## src/rtl/hs_pkg.sv

```systemverilog
package hs_pkg;

   typedef enum logic [1:0] {
      HS_IDLE = 2'd0,   // no transfer
      HS_REQ  = 2'd1,   // request high, waiting for wait low
      HS_REL  = 2'd2    // request low, waiting for wait high
   } hs_state_e;

endpackage

```

## src/rtl/hs_wait_sync.sv

```systemverilog
module hs_wait_sync #(
   parameter int STAGES = 2
) (
   input  logic clk,
   input  logic rst_n,
   input  logic wait_n_i,
   output logic wait_n_o
);

   if (STAGES == 0) begin : g_direct
      assign wait_n_o = wait_n_i;
   end else begin : g_chain
      logic [STAGES-1:0] sh_q;
      always_ff @(posedge clk or negedge rst_n) begin
         if (!rst_n) sh_q <= '1;   // idle level of wait is high
         else        sh_q <= {sh_q[STAGES-2+((STAGES==1)?1:0):0], wait_n_i} ;
      end
      assign wait_n_o = sh_q[STAGES-1];
   end

endmodule

```

## src/rtl/hs_timeout.sv

```systemverilog
module hs_timeout #(
   parameter bit ENABLE = 1'b1,
   parameter int CNT_W  = 8
) (
   input  logic             clk,
   input  logic             rst_n,
   input  logic             run_i,
   input  logic [CNT_W-1:0] limit_i,
   output logic             hit_o
);

   if (ENABLE) begin : g_on
      logic [CNT_W-1:0] cnt_q;
      always_ff @(posedge clk or negedge rst_n) begin
         if (!rst_n)      cnt_q <= '0;
         else if (!run_i) cnt_q <= '0;
         else if (!hit_o) cnt_q <= cnt_q + 1'b1;
      end
      // expiry on the limit-th cycle of the run window
      assign hit_o = run_i && (limit_i != '0) && (cnt_q == limit_i - 1'b1);
   end else begin : g_off
      assign hit_o = 1'b0;
   end

endmodule

```

## src/rtl/hs_seq.sv

```systemverilog
module hs_seq
   import hs_pkg::*;
(
   input  logic      clk,
   input  logic      rst_n,
   input  logic      start_i,
   input  logic      wait_n_s,
   input  logic      tmo_hit_i,
   output hs_state_e state_o,
   output logic      launch_o,
   output logic      ack_o,
   output logic      tmo_o,
   output logic      finish_o
);

   hs_state_e st_q, st_d;

   always_comb begin
      st_d     = st_q;
      launch_o = 1'b0;
      ack_o    = 1'b0;
      tmo_o    = 1'b0;
      finish_o = 1'b0;
      unique case (st_q)
         HS_IDLE: if (start_i) begin
            launch_o = 1'b1;
            st_d     = HS_REQ;
         end
         HS_REQ: begin
            // acknowledge takes priority over a coincident expiry
            if (!wait_n_s) begin
               ack_o = 1'b1;
               st_d  = HS_REL;
            end else if (tmo_hit_i) begin
               tmo_o = 1'b1;
               st_d  = HS_REL;
            end
         end
         HS_REL: if (wait_n_s) begin
            finish_o = 1'b1;
            st_d     = HS_IDLE;
         end
         default: st_d = HS_IDLE;
      endcase
   end

   always_ff @(posedge clk or negedge rst_n) begin
      if (!rst_n) st_q <= HS_IDLE;
      else        st_q <= st_d;
   end

   assign state_o = st_q;

endmodule

```

## src/rtl/hs_bus_master.sv

```systemverilog
module hs_bus_master
   import hs_pkg::*;
#(
   parameter int ADDR_W      = 14,
   parameter int DATA_W      = 16,
   parameter int SYNC_STAGES = 2,
   parameter bit TMO_EN      = 1'b1,
   parameter int TMO_W       = 8
) (
   input  logic              clk,
   input  logic              rst_n,
   input  logic              start_i,
   input  logic              write_i,
   input  logic [ADDR_W-1:0] addr_i,
   input  logic [DATA_W-1:0] wdata_i,
   input  logic [TMO_W-1:0]  tmo_limit_i,
   output logic              req_o,
   output logic              rnw_o,
   output logic [ADDR_W-1:0] addr_o,
   output logic              bus_oe_o,
   output logic [DATA_W-1:0] bus_wdata_o,
   input  logic [DATA_W-1:0] bus_rdata_i,
   input  logic              wait_n_i,
   output logic [DATA_W-1:0] rdata_o,
   output logic              done_o,
   output logic              busy_o,
   output logic              err_o
);

   if (ADDR_W < 1)                        begin : g_bad_aw  $error("ADDR_W must be positive");        end
   if (DATA_W < 1)                        begin : g_bad_dw  $error("DATA_W must be positive");        end
   if (SYNC_STAGES < 0 || SYNC_STAGES > 4) begin : g_bad_sy  $error("SYNC_STAGES must be 0 to 4");   end
   if (TMO_W < 2)                         begin : g_bad_tw  $error("TMO_W must be at least 2");      end

   logic      wait_n_s;
   logic      tmo_hit;
   hs_state_e state;
   logic      launch, ack, tmo, finish;

   hs_wait_sync #(.STAGES(SYNC_STAGES)) u_sync (
      .clk      (clk),
      .rst_n    (rst_n),
      .wait_n_i (wait_n_i),
      .wait_n_o (wait_n_s)
   );

   hs_timeout #(.ENABLE(TMO_EN), .CNT_W(TMO_W)) u_tmo (
      .clk     (clk),
      .rst_n   (rst_n),
      .run_i   (state == HS_REQ),
      .limit_i (tmo_limit_i),
      .hit_o   (tmo_hit)
   );

   hs_seq u_seq (
      .clk       (clk),
      .rst_n     (rst_n),
      .start_i   (start_i),
      .wait_n_s  (wait_n_s),
      .tmo_hit_i (tmo_hit),
      .state_o   (state),
      .launch_o  (launch),
      .ack_o     (ack),
      .tmo_o     (tmo),
      .finish_o  (finish)
   );

   logic [ADDR_W-1:0] addr_q;
   logic              rnw_q;
   logic [DATA_W-1:0] wdata_q;
   logic [DATA_W-1:0] rdata_q;
   logic              err_pend_q, err_q, done_q;

   // request parameters are frozen at launch
   always_ff @(posedge clk or negedge rst_n) begin
      if (!rst_n) begin
         addr_q  <= '0;
         rnw_q   <= 1'b1;
         wdata_q <= '0;
      end else if (launch) begin
         addr_q  <= addr_i;
         rnw_q   <= !write_i;
         wdata_q <= wdata_i;
      end
   end

   // read capture while wait is low
   always_ff @(posedge clk or negedge rst_n) begin
      if (!rst_n)              rdata_q <= '0;
      else if (ack && rnw_q)   rdata_q <= bus_rdata_i;
   end

   always_ff @(posedge clk or negedge rst_n) begin
      if (!rst_n) begin
         err_pend_q <= 1'b0;
         err_q      <= 1'b0;
         done_q     <= 1'b0;
      end else begin
         done_q <= finish;
         err_q  <= finish && err_pend_q;
         if (tmo)         err_pend_q <= 1'b1;
         else if (finish) err_pend_q <= 1'b0;
      end
   end

   assign req_o       = (state == HS_REQ);
   assign busy_o      = (state != HS_IDLE);
   assign bus_oe_o    = busy_o && !rnw_q;
   assign rnw_o       = rnw_q;
   assign addr_o      = addr_q;
   assign bus_wdata_o = wdata_q;
   assign rdata_o     = rdata_q;
   assign done_o      = done_q;
   assign err_o       = err_q;

endmodule

```

## config.mk

```make
export PLATFORM = sky130hd
export DESIGN_NAME = hs_bus_master
export DESIGN_NICKNAME = d
export VERILOG_FILES = /design/src/rtl/hs_pkg.sv /design/src/rtl/hs_wait_sync.sv /design/src/rtl/hs_timeout.sv /design/src/rtl/hs_seq.sv /design/src/rtl/hs_bus_master.sv
export SDC_FILE = /design/constraint.sdc
export NUM_CORES = 1
export LEC_CHECK = 0
export BUFFER_PORTS_ARGS = -buffer_cell sky130_fd_sc_hd__buf_2
export CAP_MARGIN = 20
export CORE_MARGIN = 5
export CORE_UTILIZATION = 52
export DETAILED_ROUTE_END_ITERATION = 8
export PLACE_DENSITY = 0.86
export SYNTH_ARGS = -nofsm -noshare
export SYNTH_HDL_FRONTEND = slang
export SYNTH_HIERARCHICAL = 1
export SYNTH_SLANG_ARGS = --single-unit
```

## constraint.sdc

```tcl
create_clock -name clk -period 3.65 [get_ports clk]
set_clock_uncertainty 0.1 [all_clocks]
set_input_delay 0.73 -clock clk [delete_from_list [all_inputs] [get_ports clk]]
set_output_delay 0.73 -clock clk [all_outputs]
set_load 0.02 [all_outputs]
```

# Yosys cells after proc, flatten, opt, wreduce, memory -nomap -nowiden
# Index checks and enable logic that the tools add are counted.
# totals
elab_cells,49
regBits,62
inputBits,59
output_inout_bits,52
# classes
n_eq_ne,7
n_mux,18
n_addsub,2
n_reduce_logical,12
# op_table
cell,count
two-way mux 8 bit,2
two-way mux 1 bit,11
"adder 8 x 1 -> 8 bit, second input constant",1
== test 8 bit,1
two-way mux 2 bit,4
nonzero test 8 bit,1
"subtractor 8 x 1 -> 8 bit, second input constant",1
"inequality test 2 bit, second input constant",3
one-hot mux 2 bit (3 select lines),1
logical AND 1 bit,5
nonzero test 2 bit,2
"inequality test 3 bit, second input constant",1
AND reduction 3 bit,1
"== test 2 x 1 -> 1 bit, second input constant",1
"== test 2 bit, second input constant",1
zero test 1 bit,2
zero test 2 bit,1

# Longest topological paths before layout
# Gate-level depths: netlist (run 1).
# depth
ltp_word,7
mapped_depth,11
depth_no_buf,11

# Modules after synthesis
# Netlist (run 1), hierarchy kept.
# modules_own_cells
mod,cells_per_inst,seq_area_each_um2,n_inst,area_each_um2
hs_bus_master,110,1252.5,1,1925.6
hs_timeout,86,200.2,1,740.7
hs_seq,14,50.0,1,120.1
hs_wait_sync,2,52.6,1,52.6

# Worst setup path after synthesis (run 1)
# Ideal clock, no wire load.
# synth_timing
path_kind,input port to flip-flop
startpoint,input tmo_limit_i[0]
endpoint,register u_seq.st_q[0] (netlist: u_seq/state_o[0])
t_required_ns,3.430
setup_slack_ns,0.837
arrival_ns,2.593
setup_ns,0.120
path_stages,10
path_buffers,0
path_cell_list,inv_1 ha_1 nand2b_1 a21oi_1 a311o_1 a2111oi_4 nand2_2 inv_1 and2b_1 a31o_1
# synth_via
elab_chain_cells,5
word_cells_on_any_way,7
classes_between,add/sub: 1; eq/ne: 2; reduce/logical: 4
# synth_rtl
element,line,source
start: declaration,hs_bus_master.sv:16,"input logic [TMO_W-1:0] tmo_limit_i,"
subtractor 8 x 1 -> 8 bit or nonzero test 8 bit (tied branches),hs_timeout.sv:20,assign hit_o = run_i && (limit_i != '0) && (cnt_q == limit_i - 1'b1);
== test 8 bit or logical AND 1 bit (tied branches),hs_timeout.sv:20,
logical AND 1 bit *,hs_timeout.sv:20,
via tmo_hit,hs_bus_master.sv:36,logic tmo_hit;
inequality test 3 bit (no source line) *,n/a,
AND reduction 3 bit (no source line) *,n/a,
end signal: assignment,hs_seq.sv:49,else st_q <= st_d;
end: declaration,hs_seq.sv:16,"hs_state_e st_q, st_d;"
# Mark *: on every way through the listed nets, which the timed path passes. The rest lies on a longest branch.
# A chain may end at the register's enable or synchronous reset.

# Final worst setup path (run 1)
# Ends and elaborated chain as after synthesis.

==> summary.txt, run 1 <==
Global route
  • Vias in the first global route: 2315
  • First-pass GRT wire length: 10600 um
  • GRT Residual Overflow: 0
  • GRT Util Overall: 0.190
  • Largest net degree at the start of global routing: 50
  • Initial antenna violation count: 0

Synth
  • Synth async-reset ratio: 1.00
  • Syn_nets: 274
  • Adder-Cell Fraction of Synth Area: 0.0132
  • Top_reg_cell synth: dfrtp_1
  • Seq/Total Area, Yosys: 0.548
  • Cell Area, Synth: about 0.0028 mm2
  • Largest family of logic cells by synthesized area: multiplexers
  • Cells after synthesis: approximately 210
  • Mux contribution to synthesized area: 0.226
  • Compound-gate portion of the synthesized area: 0.0445
  • Post-synth cell types: 43
  • Post-synth EDFFs: 0
  • Yosys reg bits: a little over 60
  • Xor/xnor share of the synthesized area: 0.0278
  • Syn Area/Cell: approximately 13 um2
  • Syn. warnings: 6
  • Synth Area in Simple Gates: 0.108

Worst setup path
  • Setup crit start kind: input port
  • Reg2reg end: u_seq/state_o[0]
  • Slowest Stage Delay on Critical Path: 0.47 ns
  • CP Capture Type: register
  • Delay-heaviest family, CP: compound AO/OA/AOI/OAI gates
  • Slowest CP cell: a2111oi_4
  • Reg-to-reg startpoint: u_seq/state_o[0]
  • FF-to-FF setup slack: 1.30 ns
  • Worst Path Required: 3.77 ns
  • Setup CP Type: in -> reg
  • CP max FO: 7
  • WP depth: 11
  • Worst-case reg-to-reg path depth: 8
  • CP Data Arrival Time: around 3.0 ns
  • Cell Chain, Critical Path: buf_2, inv_1, ha_1, nand2b_1, a21oi_1, a311o_1, a2111oi_4, nand2_2, inv_1, and2b_1, a31o_1
  • Top cell by count, worst path: inv_1
  • CP Buf/Inv Count: 3
  • CP endpoint: u_seq/state_o[0]
  • Crit path from: tmo_limit_i[0]

Detailed routing
  • Routed via count: 2083
  • Antenna violation net count after detailed routing: 0
  • Vias/cell: 5.12
  • Routed len/inst: 15.3 um
  • Drc violations: 0
  • DRT iter0 DRCs: 76
  • WL final: 6220 um
  • Router iterations before antenna repair: 4

Timing
  • RSZ-0062 raised after global routing: no
  • Final Hold Fails: 0
  • Slew Limit Fails: 0
  • Setup tns final: 0 ns
  • Min Tclk post-route: 2.84 ns
  • Relative slew slack: 0.555
  • Period utilization: 0.777
  • # setup viols final: 0
  • Measured slew at the worst slew-check pin: 0.662 ns
  • Fmax: 353 MHz

Power and ir drop
  • P_leak: 0.00178 uW
  • Power Dens Cells: 830 mW/mm2
  • VDD IR max: 0.551 mV

Clock network
  • CTS-repair resized insts: 0
  • TritonCTS Buffers: 9
  • Clock transition at path regs: 0.07 ns
  • Post-CTS Setup Bufs: 0
  • Clock Path Buffers: 2
  • Cts hold-fix bufs: 0
  • Clock sink count: 62
  • CTS tree: built
  • Worst-Skew Late Latency: 0.33 ns
  • Htree depth: 3
  • CTS root buf: clkbuf_8

Place
  • Placed Area: 0.00344 mm2
  • PortBufs: 110
  • RD Place Congestion: ~0.86
  • Placed Instances: 390
  • Post-DP HPWL: approximately 4700 um

Worst hold path
  • Worst Hold Class: in -> async

Cells and area
  • Cell area after layout: about 0.0036 mm2
  • Area delta synth->final: 28.1%
  • Filler Cell Count: 418
  • Antenna cell count: 0
  • Non-Filler Instances: around 400
  • Final-stage net count: ~390
  • Share of layout cells above drive strength 1: 0.549

Floorplanning
  • Number of I/O pins: 111
  • Core box area: 0.00541 mm2
  • Row cnt: 27
  • Die area: between 0.007 and 0.008 mm2
  • Die Height: 83.9 um
  • Die W: 83.9 um
  • Starting Density: 0.525

Outcome
  • Outcome: finished clean

Flow run
  • Max-Cap Viols: 0
==> flip-flops by register name (all words and copies together), names as in the netlist <==
| register | flops |
|---|---|
| addr_o | 14 |
| rnw_o | 1 |
| rdata_o | 16 |
| done_o | 1 |
| err_o | 1 |
| u_tmo/g_on.cnt_q | 8 |
| u_sync/g_chain.sh_q | 2 |
| bus_wdata_o | 16 |
| err_pend_q | 1 |
| u_seq/state_o | 2 |
==> Yosys cell counts (2+ instances only) <==
library cell | instances | area, um2
and4_1 | 2 | 17.5
nand2b_1 | 11 | 68.8
xor2_1 | 5 | 43.8
dfstp_2 | 3 | 78.8
mux2i_1 | 7 | 70.1
and2_1 | 2 | 12.5
nor3_1 | 2 | 10.0
inv_1 | 7 | 26.3
ha_1 | 3 | 37.5
a21oi_1 | 7 | 35.0
mux2_1 | 2 | 22.5
o21ai_0 | 2 | 10.0
mux2_2 | 34 | 383
nand3b_1 | 2 | 15.0
nand2_1 | 10 | 37.5
nand3_1 | 3 | 15.0
nand4_1 | 4 | 25.0
xnor2_1 | 4 | 35.0
dfrtp_1 | 59 | 1480
mux2_4 | 11 | 165
nor2_1 | 7 | 26.3
nor2b_1 | 2 | 12.5
buf_6 | 3 | 33.8
==> worst min path at each step <==
stage                        endpoint              startpoint  slack (ns)
5_1_grt                    addr_o[11]                   rst_n        0.10
6_report                   addr_o[10]                   rst_n        0.12
3_3_place_gp   u_sync/g_chain.sh_q[1]  u_sync/g_chain.sh_q[0]        0.25
4_1_cts        u_sync/g_chain.sh_q[1]  u_sync/g_chain.sh_q[0]        0.25
3_5_place_dp   u_sync/g_chain.sh_q[1]  u_sync/g_chain.sh_q[0]        0.25
2_1_floorplan  u_sync/g_chain.sh_q[1]  u_sync/g_chain.sh_q[0]        0.25
==> placed cells by master (no fill, tap or decap), types with 2 or more instances in the layout <==
master / n
nor2b_1: 2
ha_1: 3
nand3_1: 3
clkbuf_8: 10
dfstp_2: 3
mux2_1: 2
mux2_4: 11
a21oi_1: 7
and4_1: 2
o21ai_0: 2
clkinv_2: 3
dfrtp_1: 59
and2_1: 2
inv_1: 7
nand3b_1: 2
xor2_1: 5
nor2_1: 7
xnor2_1: 4
buf_2: 110
clkinvlp_4: 3
mux2_2: 34
mux2i_1: 7
nand2_1: 10
nor3_1: 2
buf_4: 3
nand2b_1: 11
nand4_1: 4
==> worst reg2reg max path, delay by kind of cell, from the launching register on <==
kind | cells | cell delay (ns)
flops | 1 | 0.45
compound gates | 2 | 0.74
buf+inv | 2 | 0.29
simple gates | 4 | 0.65
==> metrics by stage <==
step / utilization / setup WS [ns] / hold slack [ns] / total power, uW
detailed placement: 0.637 / 0.478 / 0.247 / 2510
finish: 0.673 / 0.815 / 0.121 / 3020
global route: 0.673 / 0.645 / 0.101 / 3230
CTS: 0.669 / 0.827 / 0.251 / 3050
global placement: 0.637 / 0.566 / 0.246 / 2460
floorplan: - / 0.837 / 0.245 / 2070
==> cell families after synthesis <==
family,after synthesis
flops,62
mux,54
simple gates,53
compound gates,17
buf+inv,14
xor+xnor,9
fa+ha+maj,3
==> power by group <==
group / total (uW) / internal [uW] / switching, uW
sequential: 1160 / 984 / 181
combinational: 1330 / 595 / 737
clock: 522 / 260 / 262
==> per-layer routing <==
| metal | wire, um | track usage | up-vias | share of wire |
|---|---|---|---|---|
| met5 | 0 | 0 | - | 0 |
| met4 | 111 | 0.0804 | 0 | 0.018 |
| met3 | 672 | 0.0958 | 11 | 0.11 |
| met2 | 3090 | 0.307 | 84 | 0.50 |
| met1 | 2340 | 0.213 | 1005 | 0.38 |
| li1 | - | - | 983 | - |
==> final cells by class <==
class | count | area (um2) | area share
Sequential cell | 62 | 1560 | 0.428
Multi-Input combinational cell | 136 | 1200 | 0.329
Timing Repair Buffer | 114 | 593 | 0.163
Clock buffer | 10 | 138 | 0.0379
Tap cell | 72 | 90.1 | 0.0248
Clock inverter | 6 | 37.5 | 0.0103
Inverter | 7 | 26.3 | 0.00723
No activity file was read; power rests on OpenSTA's default activity.
==> inputs of run 2 (changes only) <==
--- a/config.mk
+++ b/config.mk
@@ -8,9 +8,9 @@
 export BUFFER_PORTS_ARGS = -buffer_cell sky130_fd_sc_hd__buf_2
 export CAP_MARGIN = 20
 export CORE_MARGIN = 5
-export CORE_UTILIZATION = 52
+export CORE_UTILIZATION = 44
 export DETAILED_ROUTE_END_ITERATION = 8
-export PLACE_DENSITY = 0.86
+export PLACE_DENSITY = 0.77
 export SYNTH_ARGS = -nofsm -noshare
 export SYNTH_HDL_FRONTEND = slang
 export SYNTH_HIERARCHICAL = 1
==> constraint.sdc (replaced) <==
create_clock -name clk -period 2.3 [get_ports clk]
set_clock_uncertainty 0.1 [all_clocks]
set_input_delay 0.46 -clock clk [delete_from_list [all_inputs] [get_ports clk]]
set_output_delay 0.46 -clock clk [all_outputs]
set_load 0.02 [all_outputs]
==> run 2 against run 1 <==
  * Largest cell class unchanged
  * Register-to-register slack lost 1.1 ns
  * Flip-flop and latch count unchanged
  * Global-route usage shrank 3.5 points
  * Critical endpoint is now u_tmo/g_on.cnt_q[0]
  * Via count down 1.5%
  * Sequential share of layout area is 1.9 points lower
  * Worst hold slack got worse by 0.083 ns
  * First-iteration DRC count rose by 14%
==> summary.txt, run 2 (synthesis results as in run 1) <==
Worst setup path
  • FF-to-FF setup slack: 0.19 ns (-1.11 ns)
  • Setup crit start kind: input port
  • CP Buf/Inv Count: 3 (unchanged)
  • CP Data Arrival Time: 2.29 ns (-0.66 ns)
  • Delay-heaviest family, CP: compound AO/OA/AOI/OAI gates
  • CP Capture Type: register
  • Slowest Stage Delay on Critical Path: 0.40 ns (-0.07 ns)
  • Worst Path Required: 2.40 ns (-1.37 ns)
  • CP max FO: 5 (-2)
  • Slowest CP cell: a2111oi_4
  • Cell Chain, Critical Path: buf_2, inv_12, ha_4, or2b_1, a21oi_1, a311o_1, a2111oi_4, nand2_2, buf_4, mux2_4
  • Setup CP Type: in -> reg

Cells and area
  • Multi-input gate area: 0.00122 mm2 (+1.9%)
  • Final-stage net count: 401 (+2.3%)
  • Most frequent cells in the layout: 110 x buf_2, 59 x dfrtp_1, 34 x mux2_2
  • Non-Filler Instances: 421 (+3.4%)
  • FF/Latch Area: 0.00156 mm2 (unchanged)
  • Share of layout cells above drive strength 1: 0.578 (+0.0292)
  • Filler Cell Count: 518 (+24%)
  • Most common cell after layout, fill and taps aside: buf_2
  • Antenna cell count: 0 (unchanged)
  • Area delta synth->final: 34.1%

Floorplanning
  • Row cnt: 29 (+7.4%)
  • Number of I/O pins: 111 (unchanged)
  • Die Height: 90.3 um (+7.7%)
  • Core box area: 0.00631 mm2 (+17%)
  • Die area: 0.00816 mm2 (+16%)
  • Starting Density: 0.450 (-0.0756)
  • Die W: 90.3 um (+7.7%)

Clock network
  • Worst-Skew Late Latency: 0.32 ns (about the same)
  • Clock Path Buffers: 2 (unchanged)
  • CTS tree: built
  • CTS root buf: clkbuf_8
  • Post-CTS Setup Bufs: 0 (unchanged)
  • CTS-repair resized insts: 0 (unchanged)
  • Htree depth: 3 (unchanged)
  • TritonCTS Buffers: 9 (unchanged)
  • Clock sink count: 62 (unchanged)
  • Cts hold-fix bufs: 0 (unchanged)
  • Clock transition at path regs: 0.07 ns (about the same)

Timing
  • RSZ-0062 raised after global routing: no
  • Final Hold Fails: 0 (unchanged)
  • Relative slew slack: 0.763 (+0.208)
  • Min Tclk post-route: 2.20 ns
  • Measured slew at the worst slew-check pin: 0.353 ns (-0.309 ns)
  • # setup viols final: 0 (unchanged)
  • Smallest hold slack: 0.0386 ns (-0.0828 ns)
  • Period utilization: 0.955
  • PnR worst setup slack: 0.104 ns (-0.711 ns)
  • Fmax: about 460 MHz
  • Slew Limit Fails: 0 (unchanged)

Worst hold path
  • Worst Hold Class: in -> async

Power and ir drop
  • Switching Share: 0.374 (-0.0170)
  • VDD IR max: 0.843 mV (+53%)
  • Tot Pwr: 4990 uW (+65%)
  • Comb power frac: 0.432 (-0.009)
  • Psw: 1870 uW (+58%)
  • Internal: 3130 uW (+70%)
  • Part of the power in registers: 0.368 (-0.018)
  • P_leak: 0.00187 uW (+4.6%)
  • Power Dens Cells: 1310 mW/mm2 (+58%)
  • Power share of the clock group: 0.201 (+0.028)

Flow run
  • Max-Cap Viols: 0 (unchanged)

Global route
  • Largest net degree at the start of global routing: 63 (+26%)
  • Initial antenna violation count: 0 (unchanged)
  • First-pass GRT wire length: 10600 um (-0.39%)
  • Vias in the first global route: 2231 (-3.6%)
  • GRT Residual Overflow: 0 (unchanged)
  • GRT Util Overall: 0.155 (-0.0355)

Detailed routing
  • Antenna violation net count after detailed routing: 0 (unchanged)
  • Drc violations: 0 (unchanged)
  • Router iterations before antenna repair: 4 (unchanged)
  • WL final: 6200 um (-0.26%)
  • M1 wire length: 2590 um (+11%)
  • Routed wl met2: 3190 um (+3.2%)
  • Vias/cell: 4.87 (-4.8%)
  • Routed wl met3: 343 um (-49%)
  • Routed via count: 2051 (-1.5%)
  • Max Used Layer: met4
  • Routed len/inst: 14.7 um (-3.6%)
  • DRT iter0 DRCs: 87 (+14%)

Place
  • Placed Instances: 405 (+3.8%)
  • PortBufs: 110 (unchanged)
  • Dpl ws: -0.229 ns (-0.707 ns)
  • RD Place Congestion: 0.777 (-9.6%)
  • Post-DP HPWL: 4750 um (+0.21%)

Outcome
  • Outcome: finished clean
==> run 2: layer usage <==
layer	up-vias	global-route usage
li1	996	-
met1	988	0.187
met5	-	0
met2	60	0.267
met4	0	0.0509
met3	7	0.0425
==> run 2: power groups by stage <==
stage,clock network [uW],registers (uW),logic (uW)
final,1000,1840,2150
after global routing,1090,1900,2310
after CTS,1030,1840,2200
after detailed placement,0,1850,2190
after global placement,0,1820,2140
after floorplan,0,2360,942
==> run 2: worst paths after layout <==
| kind | from | endpoint | depth (start not counted) |
|---|---|---|---|
| worst max-delay path | tmo_limit_i[1] | u_tmo/g_on.cnt_q[0] | 10 |
| worst min-delay path | rst_n | addr_o[10] | 2 |
| worst max register to register | u_tmo/g_on.cnt_q[4] | u_tmo/g_on.cnt_q[0] | 6 |
| worst min register to register | u_sync/g_chain.sh_q[0] | u_sync/g_chain.sh_q[1] | 0 |
| max in group asynchronous | rst_n | u_sync/g_chain.sh_q[1] | 2 |
| min in group clk | wait_n_i | u_sync/g_chain.sh_q[0] | 1 |
==> run 2: layout make-up <==
type	count	share of cell area
clock buffer	12	0.0434
clock inverter	4	0.0138
sequential	62	0.408
timing repair buffer	123	0.177
multi-input combinational	136	0.320
tap	77	0.0253
inverter	7	0.0122
==> run 2: stage by stage <==
step	util	instance area, um2	TNS (ns)
floorplan	-	2880	-0.109
global placement	0.569	3590	-0.815
finish	0.603	3810	0
detailed placement	0.569	3590	-1.24
global route	0.603	3810	0
CTS	0.603	3810	0
==> inputs of run 3 (changes only) <==
--- a/config.mk
+++ b/config.mk
@@ -11,6 +11,7 @@
 export CORE_UTILIZATION = 44
 export DETAILED_ROUTE_END_ITERATION = 8
 export PLACE_DENSITY = 0.77
+export REMOVE_ABC_BUFFERS = 1
 export SYNTH_ARGS = -nofsm -noshare
 export SYNTH_HDL_FRONTEND = slang
 export SYNTH_HIERARCHICAL = 1
==> run 3 against run 2 <==
  * Power increased by 0.30%
  * Count of clock-buffer cells in the layout decreased by 2
  * Worst hold slack got worse by 0.016 ns
  * Cell area decreased by 0.69%
  * Critical path type is now reg -> reg
  * Critical endpoint is now u_seq/state_o[0]
  * Largest cell class unchanged
==> summary.txt, run 3 (synthesis results as in run 1) <==
Outcome
  • Outcome: finished clean

Cells and area
  • Most frequent cells in the layout: 110 x buf_2, 59 x dfrtp_1, 34 x mux2_2
  • Filler Cell Count: 515 (-0.58%)
  • Most common cell after layout, fill and taps aside: buf_2
  • Non-Filler Instances: 421 (unchanged)
  • Final-stage net count: 401 (unchanged)
  • Area delta synth->final: 33.2%
  • Share of layout cells above drive strength 1: 0.564 (-0.0145)
  • Antenna cell count: 0 (unchanged)

Clock network
  • Clock sink count: 62 (unchanged)
  • TritonCTS Buffers: 9 (unchanged)
  • Post-CTS Setup Bufs: 0 (unchanged)
  • Worst-Skew Late Latency: 0.33 ns (about the same)
  • Htree depth: 3 (unchanged)
  • CTS root buf: clkbuf_8
  • CTS tree: built
  • Clock transition at path regs: 0.08 ns (about the same)
  • Clock Path Buffers: 2 (unchanged)

Global route
  • Largest net degree at the start of global routing: 34 (-46%)
  • Initial antenna violation count: 0 (unchanged)
  • GRT Residual Overflow: 0 (unchanged)
  • First-pass GRT wire length: 10900 um (+2.3%)
  • Vias in the first global route: 2318 (+3.9%)
  • GRT Util Overall: 0.163 (+0.00794)

Power and ir drop
  • VDD IR max: 0.913 mV (+8.2%)
  • P_leak: 0.00186 uW (-0.42%)
  • Power Dens Cells: 1320 mW/mm2 (+1.0%)
  • Tot Pwr: 5010 uW (+0.30%)

Timing
  • Measured slew at the worst slew-check pin: 0.573 ns (+0.220 ns)
  • # setup viols final: 0 (unchanged)
  • Final Hold Fails: 0 (unchanged)
  • Slew Limit Fails: 0 (unchanged)
  • Min Tclk post-route: 2.18 ns (-0.0209 ns)
  • Smallest hold slack: 0.0225 ns (-0.0161 ns)
  • Period utilization: 0.946 (-0.00908)
  • RSZ-0062 raised after global routing: no
  • Fmax: 460 MHz (+0.96%)
  • Relative slew slack: 0.618 (-0.145)

Detailed routing
  • Routed len/inst: 14.8 um (+0.44%)
  • Antenna violation net count after detailed routing: 0 (unchanged)
  • Routed via count: 2060 (+0.44%)
  • Drc violations: 0 (unchanged)
  • WL final: 6230 um (+0.44%)
  • Vias/cell: 4.89 (+0.44%)
  • Router iterations before antenna repair: 4 (unchanged)
  • DRT iter0 DRCs: 71 (-18%)

Worst setup path
  • Worst Path Required: 2.41 ns (about the same)
  • Worst-case reg-to-reg path depth: 7 (+1)
  • CP Capture Type: register
  • Setup crit start kind: register
  • CP Data Arrival Time: 2.29 ns (about the same)
  • Setup CP Type: reg -> reg
  • Reg2reg end: u_seq/state_o[0]
  • Reg-to-reg startpoint: u_tmo/g_on.cnt_q[4]
  • CP max FO: 6 (+1)
  • FF-to-FF setup slack: 0.12 ns (-0.07 ns)

Place
  • RD Place Congestion: 0.822 (+5.8%)
  • PortBufs: 110 (unchanged)
  • Post-DP HPWL: 4680 um (-1.5%)
  • Placed Instances: 405 (unchanged)

Worst hold path
  • Worst Hold Class: in -> async

Floorplanning
  • Die area: 0.00816 mm2 (unchanged)
  • Core box area: 0.00631 mm2 (unchanged)
  • Row cnt: 29 (unchanged)
  • Starting Density: 0.450 (unchanged)
  • Number of I/O pins: 111 (unchanged)
  • Die Height: 90.3 um (unchanged)
  • Die W: 90.3 um (unchanged)

Flow run
  • Max-Cap Viols: 0 (unchanged)
==> run 3: worst max-delay path: stages (launching register included) <==
cell	delay (ns)
dfrtp_1	0.45
xor2_1	0.20
a311o_1	0.36
a2111oi_4	0.40
nand2_2	0.10
inv_1	0.07
and2b_1	0.18
a31o_1	0.21
==> run 3: worst max-delay path by stage <==
stage | from | depth (start not counted) | slack (ns) | to
after floorplan | u_seq/state_o[0] | 7 | -0.51 | u_seq/state_o[0]
after global placement | tmo_limit_i[0] | 11 | -0.18 | u_seq/state_o[0]
after detailed placement | tmo_limit_i[0] | 11 | -0.23 | u_seq/state_o[0]
after CTS | tmo_limit_i[0] | 11 | 0.12 | u_seq/state_o[0]
after global routing | u_tmo/g_on.cnt_q[4] | 7 | 0.01 | u_seq/state_o[0]
final | u_tmo/g_on.cnt_q[4] | 7 | 0.12 | u_seq/state_o[0]
==> run 3: what timing repair did <==
action / 4_1_cts / 5_1_grt
hold buffers: 0 / 0
gates resized for setup: 0 / 3
endpoints found under the setup margin: 0 / 1
==> run 3: per-layer routing <==
| layer | routed length, um | global-route usage |
|---|---|---|
| met1 | 2570 | 0.191 |
| met2 | 2850 | 0.253 |
| met3 | 726 | 0.0842 |
| met4 | 76 | 0.0633 |
| met5 | 0 | 0 |
==> run 3: through the flow <==
stage / utilization / TNS, ns / setup WS [ns] / cell area (um2)
4_1_cts: 0.596 / 0 / 0.118 / 3760
5_1_grt: 0.599 / 0 / 0.0103 / 3780
3_3_place_gp: 0.562 / -0.570 / -0.175 / 3550
3_5_place_dp: 0.562 / -1.11 / -0.228 / 3550
6_report: 0.599 / 0 / 0.125 / 3780
2_1_floorplan: - / -5.73 / -0.508 / 2770
==> run 3: final cells by class <==
class	instances	area (um2)	area share
Clock buffer	10	128	0.0338
Clock inverter	6	86.3	0.0228
Inverter	7	26.3	0.00695
Multi-Input combinational cell	136	1220	0.322
Sequential cell	62	1560	0.411
Tap cell	77	96.3	0.0255
Timing Repair Buffer	123	673	0.178
==> run 3: report_power, final <==
| part | switching, uW | total, uW | internal, uW |
|---|---|---|---|
| registers | 272 | 1830 | 1560 |
| clock network | 413 | 1020 | 608 |
| logic | 1180 | 2150 | 971 |
